`config.mk`:
```
export PLATFORM = sky130hd
export DESIGN_NAME = shift_handshake_link
export DESIGN_NICKNAME = d
export VERILOG_FILES = /design/src/rtl/shift_handshake_link.sv
export SDC_FILE = /design/constraint.sdc
export NUM_CORES = 1
export LEC_CHECK = 0
export BUFFER_PORTS_ARGS = -buffer_cell sky130_fd_sc_hd__buf_2
export CORE_AREA = 2 2 401 403
export CTS_BUF_LIST = sky130_fd_sc_hd__clkbuf_4 sky130_fd_sc_hd__clkbuf_8
export DETAILED_ROUTE_END_ITERATION = 10
export DIE_AREA = 0 0 403 405
export SLEW_MARGIN = 20
export SYNTH_ARGS = -nofsm -noshare
export SYNTH_HDL_FRONTEND = slang
export SYNTH_SLANG_ARGS = --single-unit
```
`constraint.sdc`:
```
create_clock -name clk -period 3.17 [get_ports clk]
set_input_delay 0.1585 -clock clk [delete_from_list [all_inputs] [get_ports clk]]
set_output_delay 0.1585 -clock clk [all_outputs]
set_load 0.02 [all_outputs]
```
`src/rtl/shift_handshake_link.sv`:
```
module shift_handshake_link #(
  parameter int DW        = 8,
  parameter int OUT_DEPTH = 16,
  parameter int IN_DEPTH  = 128,
  parameter int REQ_BIT   = 3,
  parameter int ACK_BIT   = 4,
  parameter int TIP_BIT   = 5,
  parameter int DIR_BIT   = 4,
  parameter logic [DW-1:0] PB_RESET = 8'h38,
  localparam int OAW = $clog2(OUT_DEPTH),
  localparam int OCW = $clog2(OUT_DEPTH + 1),
  localparam int IAW = $clog2(IN_DEPTH),
  localparam int ICW = $clog2(IN_DEPTH + 1)
) (
  input  logic           clk,
  input  logic           rst_n,
  input  logic           reg_wr,
  input  logic [1:0]     reg_sel,
  input  logic [DW-1:0]  reg_wdata,
  input  logic           sr_rd,
  output logic [DW-1:0]  pb_q,
  output logic [DW-1:0]  acr_q,
  output logic [DW-1:0]  sr_q,
  output logic           sr_flag,
  input  logic           in_wr,
  input  logic [IAW-1:0] in_waddr,
  input  logic [DW-1:0]  in_wdata,
  input  logic           in_load,
  input  logic [ICW-1:0] in_len,
  output logic           pkt_valid,
  output logic [OCW-1:0] pkt_len,
  input  logic [OAW-1:0] pkt_raddr,
  output logic [DW-1:0]  pkt_rdata
);
  localparam logic [1:0]     SEL_PB   = 2'd0;
  localparam logic [1:0]     SEL_ACR  = 2'd1;
  localparam logic [1:0]     SEL_SR   = 2'd2;
  localparam logic [OCW-1:0] OUT_FULL = OCW'(OUT_DEPTH);
  localparam logic [ICW-1:0] IN_FULL  = ICW'(IN_DEPTH);

  logic [DW-1:0]  out_buf [OUT_DEPTH];
  logic [DW-1:0]  in_buf  [IN_DEPTH];
  logic [OCW-1:0] out_cnt;
  logic [ICW-1:0] rd_idx, in_size;

  wire upd      = reg_wr && (reg_sel == SEL_PB || reg_sel == SEL_ACR);
  wire sr_wr    = reg_wr && reg_sel == SEL_SR;
  wire [DW-1:0] cand_b   = (reg_wr && reg_sel == SEL_PB)  ? reg_wdata : pb_q;
  wire [DW-1:0] cand_acr = (reg_wr && reg_sel == SEL_ACR) ? reg_wdata : acr_q;
  wire ack_chg  = cand_b[ACK_BIT] != pb_q[ACK_BIT];
  wire hs_chg   = ack_chg || (cand_b[TIP_BIT] != pb_q[TIP_BIT]);
  wire pending  = rd_idx < in_size;
  wire [ICW-1:0] rd_next = rd_idx + 1'b1;
  wire [ICW-1:0] len_cl  = (in_len > IN_FULL) ? IN_FULL : in_len;
  wire load_req = in_load && !upd && pb_q[TIP_BIT] && len_cl != '0;

  logic [DW-1:0] nxt_b;
  logic cap, feed, set_flag, emit;

  always_comb begin
    nxt_b = cand_b;
    cap = 1'b0;
    feed = 1'b0;
    set_flag = 1'b0;
    emit = 1'b0;
    if (upd) begin
      if (!cand_b[TIP_BIT]) begin
        if (cand_acr[DIR_BIT]) begin
          if (hs_chg && out_cnt < OUT_FULL) begin
            cap = 1'b1;
            set_flag = 1'b1;
          end
        end else if (hs_chg && pending) begin
          feed = 1'b1;
          set_flag = 1'b1;
          if (rd_next >= in_size) nxt_b[REQ_BIT] = 1'b1;
        end
      end else if (pb_q[TIP_BIT] && ack_chg) begin
        nxt_b[REQ_BIT] = cand_b[ACK_BIT];
        set_flag = 1'b1;
      end else begin
        if (!pb_q[TIP_BIT]) begin
          emit = out_cnt != '0;
          set_flag = 1'b1;
        end
        if (pending) nxt_b[REQ_BIT] = 1'b0;
      end
    end
  end

  always_ff @(posedge clk) begin
    if (!rst_n) begin
      pb_q <= PB_RESET;
      acr_q <= '0;
      sr_q <= '0;
      sr_flag <= 1'b0;
      out_cnt <= '0;
      rd_idx <= '0;
      in_size <= '0;
      pkt_valid <= 1'b0;
      pkt_len <= '0;
    end else begin
      if (upd) begin
        pb_q <= nxt_b;
        acr_q <= cand_acr;
      end else if (load_req) begin
        pb_q[REQ_BIT] <= 1'b0;
      end
      if (sr_wr) sr_q <= reg_wdata;
      else if (feed) sr_q <= in_buf[rd_idx[IAW-1:0]];
      if (emit) out_cnt <= '0;
      else if (cap) out_cnt <= out_cnt + 1'b1;
      pkt_valid <= emit;
      if (emit) pkt_len <= out_cnt;
      if (in_load) begin
        rd_idx <= '0;
        in_size <= len_cl;
      end else if (feed) begin
        rd_idx <= rd_next;
      end
      if (set_flag || in_load) sr_flag <= 1'b1;
      else if (sr_rd) sr_flag <= 1'b0;
    end
  end

  always_ff @(posedge clk) begin
    if (cap) out_buf[out_cnt[OAW-1:0]] <= sr_q;
    if (in_wr) in_buf[in_waddr] <= in_wdata;
  end

  assign pkt_rdata = out_buf[pkt_raddr];
endmodule

```
==> metrics.md, run 1 <==
| Metric | Value |
|---|---|
| Outcome | `finished clean` |
| GRT overflow | `0` |
| Cell Int Power | `24.5 mW` |
| Die area | `163000 µm²` |
| GP Congestion | `0.793` |
| Synth top area share | `73.0%` |
| DP HPWL | `68700 µm` |
| Syn Inst Count | `2435` |
| Post-DR wirelength/cell | `22.6 µm` |
| CTS tree | `yes` |
| Core ar. | `159000 µm²` |
| Max-cap violations | `0` |
| Synth area leaders | `edfxtp_1 (73%), mux4_2 (11%), dfxtp_1 (2.5%)` |
| Post-Synth Adder-Cell Area | `0.554%` |
| Placed instance area | `51200 µm²` |
| Period minus WS final | `3030 ps` |
| Switch share | `21.4%` |
| Post-synthesis simple-gate area fraction | `4.16%` |
| Placed cells | `4625` |
| Fin area | `55600 µm²` |
| Post-synth EDFFs | `1152` |
| Wirelength, routed | `114000 µm` |
| Crit path DAT | `3730 ps` |
| Die W | `403 µm` |
| Synthesized area per cell | `19.5 µm²` |
| Fin cells | `5031` |
| Vias | `24600` |
| Fraction of layout cells with a size suffix above 1 | `27.8%` |
| Seq pwr share | `56.6%` |
| Io pins | `82` |
| Clock power share | `41.0%` |
| Initial antenna violation count | `5` |
| First-pass GRT wire length | `168000 µm` |
| Slew HR | `37.7%` |
| WS Path Type | `reg -> reg` |
| Post-Syn Area | `47400 µm²` |
| PnR worst setup slack | `142 ps` |
| VDD IR max | `0.420 mV` |
| Pwr Total | `31.1 mW` |
| Clock latency on the worst-skew pair | `890 ps` |
| Area leader, netlist | `edfxtp_1` |
| Grt met1 use | `19.4%` |
| Filler cells | `14900` |
| Post-synthesis xor/xnor area fraction | `0.333%` |
| # setup viols final | `0` |
| Synth Flop Type | `edfxtp_1` |
| Combinational share of power | `2.4%` |
| Synth Area in Compound Gates | `3.86%` |
| P_leak | `17.1 nW` |
| Most frequent cells in the layout | `edfxtp_1 (1152), mux4_2 (238), clkbuf_8 (189)` |
| Post-synthesis sequential area ratio | `75.5%` |
| Starting density of the core | `29.8%` |
| Antenna viol nets, final | `0` |
| Row cnt | `147` |
| #FFs+latches synth | `1211` |
| GR peak layer | `met2` |
| Vias per cell | `4.89` |
| Clock sinks | `1211` |
| Layout Nets | `2860` |
| Commonest non-fill, non-tap cell in the layout | `edfxtp_1` |
| First DRT Iteration DRCs | `2350` |
| Largest net degree at the start of global routing | `129` |
| Number of buffers added on ports | `81` |
| Peak Freq | `330 MHz` |
| Slew of the pin with the lowest slew margin | `931 ps` |
| Met3 usage | `3.55%` |
| Vias in the first global route | `25100` |
| Hold slack | `133 ps` |
| Worst-path clk slew | `60 ps` |
| Routing usage on met2 | `21.0%` |
| Startpoint Class | `flop` |
| Crit end category | `flop` |
| Die Span Y | `405 µm` |
| CTS Buf Count | `183` |
| H-tree Lvls | `4` |
| Final core utilization | `34.9%` |
| Synth warn | `0` |
| Asr flop ratio synth | `0%` |
| Max Root-Sink Buffers | `3` |
| Residual DRC count | `0` |
| Net load switching power | `6.65 mW` |
| Cell variety after synth | `63` |
| RSZ-0062 raised after global routing | `false` |
| Skew final | `48.8 ps` |
| Worst EP required | `3870 ps` |
| Setup WS pre-CTS | `111 ps` |
| Hold Crit Class | `in -> reg` |
| Final period util | `95.5%` |
| Setup TNS | `0 ps` |
| Largest family of logic cells by synthesized area | `multiplexers` |
| Total power divided by cell area | `559 nW/µm²` |
| Final Hold Vio Count | `0` |
| Syn-to-layout area delta | `17.4%` |
| Post-Synthesis Net Count | `2499` |
| Worst-path fanout max | `34` |
| Pre-antenna DRT Iters | `5` |
| CTS root buf | `clkbuf_8` |
| Reg2reg setup slack | `140 ps` |
| GRT Util Overall | `13.9%` |
| Post-synthesis mux area share | `14.1%` |
| Max-slew violation count | `0` |
[power groups by stage]
stage                     combinational [mW]  sequential, mW  clock [mW]
after floorplan                        0.241            17.9           0
after global placement                 0.679            17.9           0
after detailed placement               0.696            17.9           0
after CTS                              0.753            17.6        13.0
after global routing                   0.813            17.6        13.8
final                                  0.751            17.6        12.7
[kinds of logic (layout without fill, tap and decap cells)]
group / after synthesis / after routing
muxes: 364 / 364
AOI/OAI and AO/OA: 246 / 246
other: 0 / 4
buffers and inverters: 147 / 653
DFF: 1211 / 1211
xor gates and xnor gates: 18 / 18
and+or+nand+nor: 428 / 428
adders and majority gates: 21 / 21
[state kept, by name, indices dropped and copies added (netlist names), named ones only]
| signal | count |
|---|---|
| out_cnt | 5 |
| pb_q | 8 |
| pkt_valid | 1 |
| sr_q | 8 |
| in_buf | 1024 |
| in_size | 8 |
| out_buf | 128 |
| pkt_len | 5 |
| sr_flag | 1 |
| rd_idx | 8 |
| acr_q | 8 |
[final timing paths]
kind / cells after the start / from / to
setup reg to reg: 8 / flop / sr_q[7]
hold / removal: 2 / in_wdata[7] / in_buf[104][7]
hold reg to reg: 2 / acr_q[5] / acr_q[5]
setup / recovery: 8 / flop / sr_q[7]
[cell type report]
type                            instances  area (µm²)  share of cell area [%]
Tap cell                             2086        2610                    4.69
Sequential cell                      1211       35800                    64.3
Clock buffer                          260        3130                    5.63
Clock inverter                         70         485                   0.873
Inverter                               13        48.8                  0.0877
Antenna cell                            4        10.0                  0.0180
Multi-Input combinational cell       1077       10900                    19.6
Timing Repair Buffer                  310        2650                    4.76
[worst max-delay path: stages (launching register included)]
cell and delay (ps):
dfxtp_4 410, buf_12 280, mux4_2 580, a22oi_1 240, nand3_1 180, a221oi_1 480, o311ai_1 300, nor3_1 210
o221ai_1 130
[routing by layer]
| layer | routed length [µm] | share of wire [%] | up-vias |
|---|---|---|---|
| met3 | 9460 | 8.3 | 209 |
| met2 | 51900 | 46 | 981 |
| met5 | 218 | 0.19 | - |
| met1 | 49200 | 43 | 12700 |
| li1 | - | - | 10700 |
| met4 | 3170 | 2.8 | 8 |
[Yosys cell counts, drive strengths merged (21+ instances only)]
master	instances
buf	73
a22oi	108
nand3	45
dfxtp	59
o2111ai	28
mux4	238
clkbuf	61
mux2i	95
mux2	31
ha	21
a21oi	21
nor2b	27
nor2	170
edfxtp	1152
nand2	112
[repair_timing]
item | CTS | global route
endpoints found under the hold margin | 688 | 0
hold buffers | 71 | 0
buffers inserted | 0 | 0
setup endpoints to repair | 0 | 3
resized for setup | 0 | 5
No activity file was read; power rests on OpenSTA's default activity.
==> run 2: changes to the inputs <==
--- a/config.mk
+++ b/config.mk
@@ -7,7 +7,7 @@
 export LEC_CHECK = 0
 export BUFFER_PORTS_ARGS = -buffer_cell sky130_fd_sc_hd__buf_2
 export CORE_AREA = 2 2 401 403
-export CTS_BUF_LIST = sky130_fd_sc_hd__clkbuf_4 sky130_fd_sc_hd__clkbuf_8
+export CTS_BUF_LIST = sky130_fd_sc_hd__clkbuf_16
 export DETAILED_ROUTE_END_ITERATION = 10
 export DIE_AREA = 0 0 403 405
 export SLEW_MARGIN = 20
==> run 2 against run 1 <==
  * The run now ends with negative hold slack left
  * Setup slack lost 76 ps
  * Total power grew 2.4%
  * Routed wire length down 1.1%
  * Sequential cell count did not move
  * Largest power group unchanged
  * Highest routed layer unchanged
==> metrics.md, run 2 (synthesized netlist as in run 1, its figures left out) <==
| Metric | Value |
|---|---|
| Outcome | `finished, violations left (was finished clean)` |
| Violated checks | `negative hold slack` |
| Die Span Y | `405 µm (unchanged)` |
| Wire length on met2 | `51200 µm (was 51900 µm)` |
| Antenna viol nets, final | `0 (unchanged)` |
| Crit path DAT | `3640 ps (was 3730 ps)` |
| Post-CTS Repair Setup Buffers | `0 (unchanged)` |
| Top Layer Used | `met5 (unchanged)` |
| Slew HR | `37.4% (was 37.7%)` |
| Fin area | `55600 µm² (about the same)` |
| Skew final | `48.1 ps (was 48.8 ps)` |
| Largest net degree at the start of global routing | `129 (unchanged)` |
| Placed instance area | `51200 µm² (unchanged)` |
| Post-DR wirelength/cell | `23.0 µm (was 22.6 µm)` |
| Slew of the pin with the lowest slew margin | `936 ps (was 931 ps)` |
| Syn-to-layout area delta | `17.3% (was 17.4%)` |
| Worst EP required | `3710 ps (was 3870 ps)` |
| CTS tree | `yes (unchanged)` |
| First DRT Iteration DRCs | `2426 (was 2350)` |
| Worst-path fanout max | `34 (unchanged)` |
| Pwr Total | `31.9 mW (was 31.1 mW)` |
| Setup WS pre-CTS | `111 ps (unchanged)` |
| # setup viols final | `0 (unchanged)` |
| Worst-path clk slew | `60 ps (about the same)` |
| Starting density of the core | `29.8% (unchanged)` |
| Setup TNS | `0 ps (unchanged)` |
| Family with the most delay on the worst path | `compound AO/OA/AOI/OAI gates (unchanged)` |
| P_leak | `17.0 nW (was 17.1 nW)` |
| Clock sinks | `1211 (unchanged)` |
| Wirelength, routed | `113000 µm (was 114000 µm)` |
| Worst path slowest cell | `mux4_2 (unchanged)` |
| Final core utilization | `34.9% (about the same)` |
| Final period util | `97.9% (was 95.5%)` |
| Most frequent cells in the layout | `edfxtp_1 (1152), mux4_2 (238), nor2_1 (168) (was edfxtp_1 (1152), mux4_2 (238), clkbuf_8 (189))` |
| DP HPWL | `68700 µm (unchanged)` |
| Peak Freq | `322 MHz (was 330 MHz)` |
| RSZ-0062 raised after global routing | `false (unchanged)` |
| Wl on met1 | `49700 µm (was 49200 µm)` |
| Number of buffers added on ports | `81 (unchanged)` |
| PnR worst setup slack | `66.4 ps (was 142 ps)` |
| Max-slew violation count | `0 (unchanged)` |
| CP bufs+invs | `1 (unchanged)` |
| Vias per cell | `4.93 (was 4.89)` |
| CTS root buf | `clkbuf_16 (was clkbuf_8)` |
| Vias in the first global route | `24500 (was 25100)` |
| Die area | `163000 µm² (unchanged)` |
| Io pins | `82 (unchanged)` |
| Max Root-Sink Buffers | `3 (unchanged)` |
| Startpoint Class | `flop (unchanged)` |
| Clock latency on the worst-skew pair | `740 ps (was 890 ps)` |
| Initial antenna violation count | `4 (was 5)` |
| Period minus WS final | `3100 ps (was 3030 ps)` |
| Pre-antenna DRT Iters | `7 (was 5)` |
| Crit end category | `flop (unchanged)` |
| Core ar. | `159000 µm² (unchanged)` |
| Commonest non-fill, non-tap cell in the layout | `edfxtp_1 (unchanged)` |
| Filler cells | `14800 (was 14900)` |
| GRT Util Overall | `13.7% (was 13.9%)` |
| CP peak stage delay | `570 ps (was 580 ps)` |
| Max-cap violations | `0 (unchanged)` |
| Layout Nets | `2776 (was 2860)` |
| Met3 routed wirelength | `8330 µm (was 9460 µm)` |
| Placed cells | `4625 (unchanged)` |
| GRT overflow | `0 (unchanged)` |
| Residual DRC count | `0 (unchanged)` |
| First-pass GRT wire length | `166000 µm (was 168000 µm)` |
| VDD IR max | `0.408 mV (was 0.420 mV)` |
| Largest Register | `in_buf (unchanged)` |
| Row cnt | `147 (unchanged)` |
| Vias | `24200 (was 24600)` |
| GP Congestion | `0.793 (unchanged)` |
| Final Hold Vio Count | `1 (was 0)` |
| Total power divided by cell area | `573 nW/µm² (was 559 nW/µm²)` |
| H-tree Lvls | `3 (was 4)` |
| Crit-path cells | `buf_12, mux4_2, a22oi_1, nand3_1, a221oi_1, o311ai_1, nor3_1, o221ai_1 (unchanged)` |
| Fin cells | `4895 (was 5031)` |
| Fraction of layout cells with a size suffix above 1 | `24.2% (was 27.8%)` |
| WS Path Type | `reg -> reg (unchanged)` |
| Hold slack | `-2.42 ps (was 133 ps)` |
| Die W | `403 µm (unchanged)` |
| CTS Buf Count | `114 (was 183)` |
| Hold Crit Class | `in -> reg (unchanged)` |
| Max reg flops | `1024 (unchanged)` |
-- run 2: cell count changes in the layout (fill, tap and decap cells not counted), sizes merged --
cell / previous run / this run
clkinv: 54 / 42
inv: 20 / 49
dlygate4sd3: 71 / 56
bufinv: 3 / 12
diode: 4 / 1
clkbuf: 260 / 116
-- run 2: timing repair --
item / 4_1_cts / 5_1_grt
hold buffers: 54 / 2
endpoints found under the setup margin: 0 / 4
endpoints found under the hold margin: 123 / 35
resized for setup: 0 / 6
-- run 2: cell type report --
cell class              instances  area [µm²]  share of cell area [%]
flip-flops and latches       1211       35800                    64.4
diodes                          1        2.50                 0.00450
multi-input cells            1077       10900                    19.7
well taps                    2086        2610                    4.70
inverters                      13        48.8                  0.0878
clock inverters                96         812                    1.46
clock buffers                 116        2900                    5.22
repair buffers                295        2500                    4.49
-- run 2: where the power goes --
| group | leakage [nW] | total [mW] | internal (mW) | switching [mW] |
|---|---|---|---|---|
| clock network | 1.93 | 13.5 | 7.61 | 5.92 |
| logic | 4.36 | 0.738 | 0.228 | 0.510 |
| registers | 10.8 | 17.6 | 17.6 | 0.0463 |
-- run 2: worst register-to-register path, cell delays in order, from the launching register on --
cell,delay [ps]
dfxtp_4,410
buf_12,280
mux4_2,620
a22oi_1,270
nand3_1,190
a221oi_1,470
o311ai_1,320
nor3_1,220
o221ai_1,130
-- run 2: routing by layer --
metal	vias to the layer above	global-route usage, %
met3	196	2.99
met5	-	0.803
met4	6	4.22
met2	821	20.8
li1	10500	-
met1	12600	19.5
-- run 2: worst paths after layout --
kind / from / end / slack (ps) / cells after the start
setup / recovery: flop / sr_q[7] / 70 / 8
hold / removal: in_wdata[4] / in_buf[106][4] / -2 / 2
setup reg to reg: flop / sr_q[7] / 70 / 8
hold reg to reg: acr_q[5] / acr_q[5] / 460 / 2
==> run 3: changes to the inputs <==
--- a/config.mk
+++ b/config.mk
@@ -10,6 +10,8 @@
 export CTS_BUF_LIST = sky130_fd_sc_hd__clkbuf_16
 export DETAILED_ROUTE_END_ITERATION = 10
 export DIE_AREA = 0 0 403 405
+export HOLD_SLACK_MARGIN = 0.03
+export REMOVE_ABC_BUFFERS = 1
 export SLEW_MARGIN = 20
 export SYNTH_ARGS = -nofsm -noshare
 export SYNTH_HDL_FRONTEND = slang
==> run 3 against run 2 <==
  * Utilization rose by 0.076 points
  * Highest routed layer unchanged
  * Sequential cell count did not move
  * Final cell count rose by 0.18%
  * The flow now finishes without violations
  * Sequential power barely moved
  * Setup slack got worse by 6.1 ps
  * Die area did not move
  * Count of clock-buffer cells in the layout rose by 7
  * First-iteration DRC count fell by 6.0%
  * Largest power group unchanged
==> metrics.md, run 3 (synthesized netlist as in run 1, its figures left out) <==
| Metric | Value |
|---|---|
| Outcome | `finished clean (was finished, violations left)` |
| Pre-antenna DRT Iters | `5 (was 7)` |
| Slew of the pin with the lowest slew margin | `987 ps (was 936 ps)` |
| Most frequent cells in the layout | `edfxtp_1 (1152), mux4_2 (238), nor2_1 (168) (unchanged)` |
| CTS Buf Count | `121 (was 114)` |
| GRT overflow | `0 (unchanged)` |
| Syn-to-layout area delta | `17.5% (was 17.3%)` |
| CTS root buf | `clkbuf_16 (unchanged)` |
| Die Span Y | `405 µm (unchanged)` |
| VDD IR max | `0.614 mV (was 0.408 mV)` |
| First-pass GRT wire length | `164000 µm (was 166000 µm)` |
| Net load switching power | `6.59 mW (was 6.47 mW)` |
| Antenna viol nets, final | `0 (unchanged)` |
| Core ar. | `159000 µm² (unchanged)` |
| Max-cap violations | `0 (unchanged)` |
| Largest net degree at the start of global routing | `85 (was 129)` |
| # setup viols final | `0 (unchanged)` |
| Total power divided by cell area | `578 nW/µm² (was 573 nW/µm²)` |
| Largest Register | `in_buf (unchanged)` |
| Vias | `23900 (was 24200)` |
| Filler cells | `14800 (about the same)` |
| DP HPWL | `71500 µm (was 68700 µm)` |
| Pwr Total | `32.2 mW (was 31.9 mW)` |
| Crit-path cells | `buf_12, buf_12, mux4_2, a22oi_1, nand2_1, a22oi_1, o311ai_1, nor3_1, o221ai_1 (was buf_12, mux4_2, a22oi_1, nand3_1, a221oi_1, o311ai_1, nor3_1, o221ai_1)` |
| Final Hold Vio Count | `0 (was 1)` |
| H-tree Lvls | `3 (unchanged)` |
| Hold Crit Class | `in -> reg (unchanged)` |
| Vias in the first global route | `24500 (about the same)` |
| Max reg flops | `1024 (unchanged)` |
| Combinational share of power | `2.3% (about the same)` |
| Clock latency on the worst-skew pair | `740 ps (about the same)` |
| Fin cells | `4904 (was 4895)` |
| CTS tree | `yes (unchanged)` |
| Seq pwr share | `54.7% (was 55.2%)` |
| Clock sinks | `1211 (unchanged)` |
| Initial antenna violation count | `5 (was 4)` |
| Startpoint Class | `flop (unchanged)` |
| CP peak stage delay | `510 ps (was 570 ps)` |
| Starting density of the core | `29.8% (unchanged)` |
| Worst-path fanout max | `15 (was 34)` |
| Die W | `403 µm (unchanged)` |
| Wirelength, routed | `112000 µm (was 113000 µm)` |
| Peak Freq | `322 MHz (about the same)` |
| Max-slew violation count | `0 (unchanged)` |
| GP Congestion | `0.805 (was 0.793)` |
| Clock power share | `43.0% (was 42.4%)` |
| Placed cells | `4643 (was 4625)` |
| Skew final | `71.6 ps (was 48.1 ps)` |
| Cell Int Power | `25.6 mW (was 25.4 mW)` |
| Layout Nets | `2787 (was 2776)` |
| Row cnt | `147 (unchanged)` |
| Final period util | `98.1% (was 97.9%)` |
| GRT Util Overall | `13.5% (was 13.7%)` |
| Max Root-Sink Buffers | `3 (unchanged)` |
| P_leak | `17.1 nW (was 17.0 nW)` |
| Hold slack | `108 ps (was -2.42 ps)` |
| Slew HR | `34.0% (was 37.4%)` |
| WS Path Type | `reg -> reg (unchanged)` |
| Worst path slowest cell | `mux4_2 (unchanged)` |
| Fraction of layout cells with a size suffix above 1 | `24.8% (was 24.2%)` |
| RSZ-0062 raised after global routing | `false (unchanged)` |
| Post-CTS Repair Setup Buffers | `0 (unchanged)` |
| Final core utilization | `35.0% (was 34.9%)` |
| Period minus WS final | `3110 ps (was 3100 ps)` |
| Number of buffers added on ports | `81 (unchanged)` |
| First DRT Iteration DRCs | `2280 (was 2426)` |
| Worst-path clk slew | `60 ps (about the same)` |
| Commonest non-fill, non-tap cell in the layout | `edfxtp_1 (unchanged)` |
| Die area | `163000 µm² (unchanged)` |
| Post-DR wirelength/cell | `22.9 µm (was 23.0 µm)` |
| Residual DRC count | `0 (unchanged)` |
| Vias per cell | `4.87 (was 4.93)` |
| Io pins | `82 (unchanged)` |
| Worst EP required | `3770 ps (was 3710 ps)` |
| Crit end category | `flop (unchanged)` |
| Switch share | `20.5% (was 20.3%)` |
| Crit path DAT | `3710 ps (was 3640 ps)` |
-- run 3: cell count changes in the layout (fill, tap and decap cells not counted), sizes merged --
cell         before  now
clkinvlp          6    5
inv              49   48
dlygate4sd3      56   43
clkinv           42   44
bufinv           12   10
buf             239  256
clkbuf          116  123
-- run 3: through the flow --
stage          setup TNS, ps  worst slack [ps]  area, µm²
2_1_floorplan         -70500             -9080      46700
3_3_place_gp               0               207      51400
4_1_cts                    0               163      55700
5_1_grt                    0              1.13      55700
6_report                   0              60.3      55700
3_5_place_dp               0               202      51400
-- run 3: power by group through the flow --
stage               clock [mW]  sequential (mW)  combinational [mW]
floorplan                    0             17.9               0.205
global placement             0             17.9               0.689
detailed placement           0             17.9               0.707
CTS                       14.1             17.6               0.747
global route              14.7             17.6               0.793
finish                    13.8             17.6               0.733
-- run 3: cell type report --
type | count | area [µm²] | area share (%)
well taps | 2086 | 2610 | 4.69
clock buffers | 123 | 3080 | 5.53
inverters | 13 | 48.8 | 0.0876
repair buffers | 299 | 2520 | 4.52
diodes | 1 | 2.50 | 0.00449
flip-flops and latches | 1211 | 35800 | 64.2
multi-input cells | 1077 | 10900 | 19.6
clock inverters | 94 | 753 | 1.35
-- run 3: timing repair --
action / in CTS / in global routing
endpoints found under the hold margin: 439 / 0
setup endpoints to repair: 0 / 2
gates resized for setup: 0 / 2
hold buffers: 43 / 0
-- run 3: worst paths after layout --
kind	depth (start not counted)	slack, ps	end	start
worst max register to register	9	60	sr_q[0]	flop
worst min register to register	2	460	pb_q[6]	pb_q[6]
worst max-delay path	9	60	sr_q[0]	flop
worst min-delay path	1	110	in_buf[108][5]	in_wdata[5]
-- run 3: worst max-delay path, delay by kind of cell (launching register included) --
family          cells  cell delay [ps]
compound gates      4             1150
flops               1              430
mux                 1              510
buf+inv             2              400
simple gates        2              440
-- run 3: routing by layer --
layer,up-vias,track usage (%),wire length (µm),share of wire (%)
li1,10500,-,-,-
met1,12400,18.6,49200,44
met2,758,21.5,52500,47
met3,168,2.95,7430,6.6
met4,6,4.26,3040,2.7
met5,-,0,36,0.032
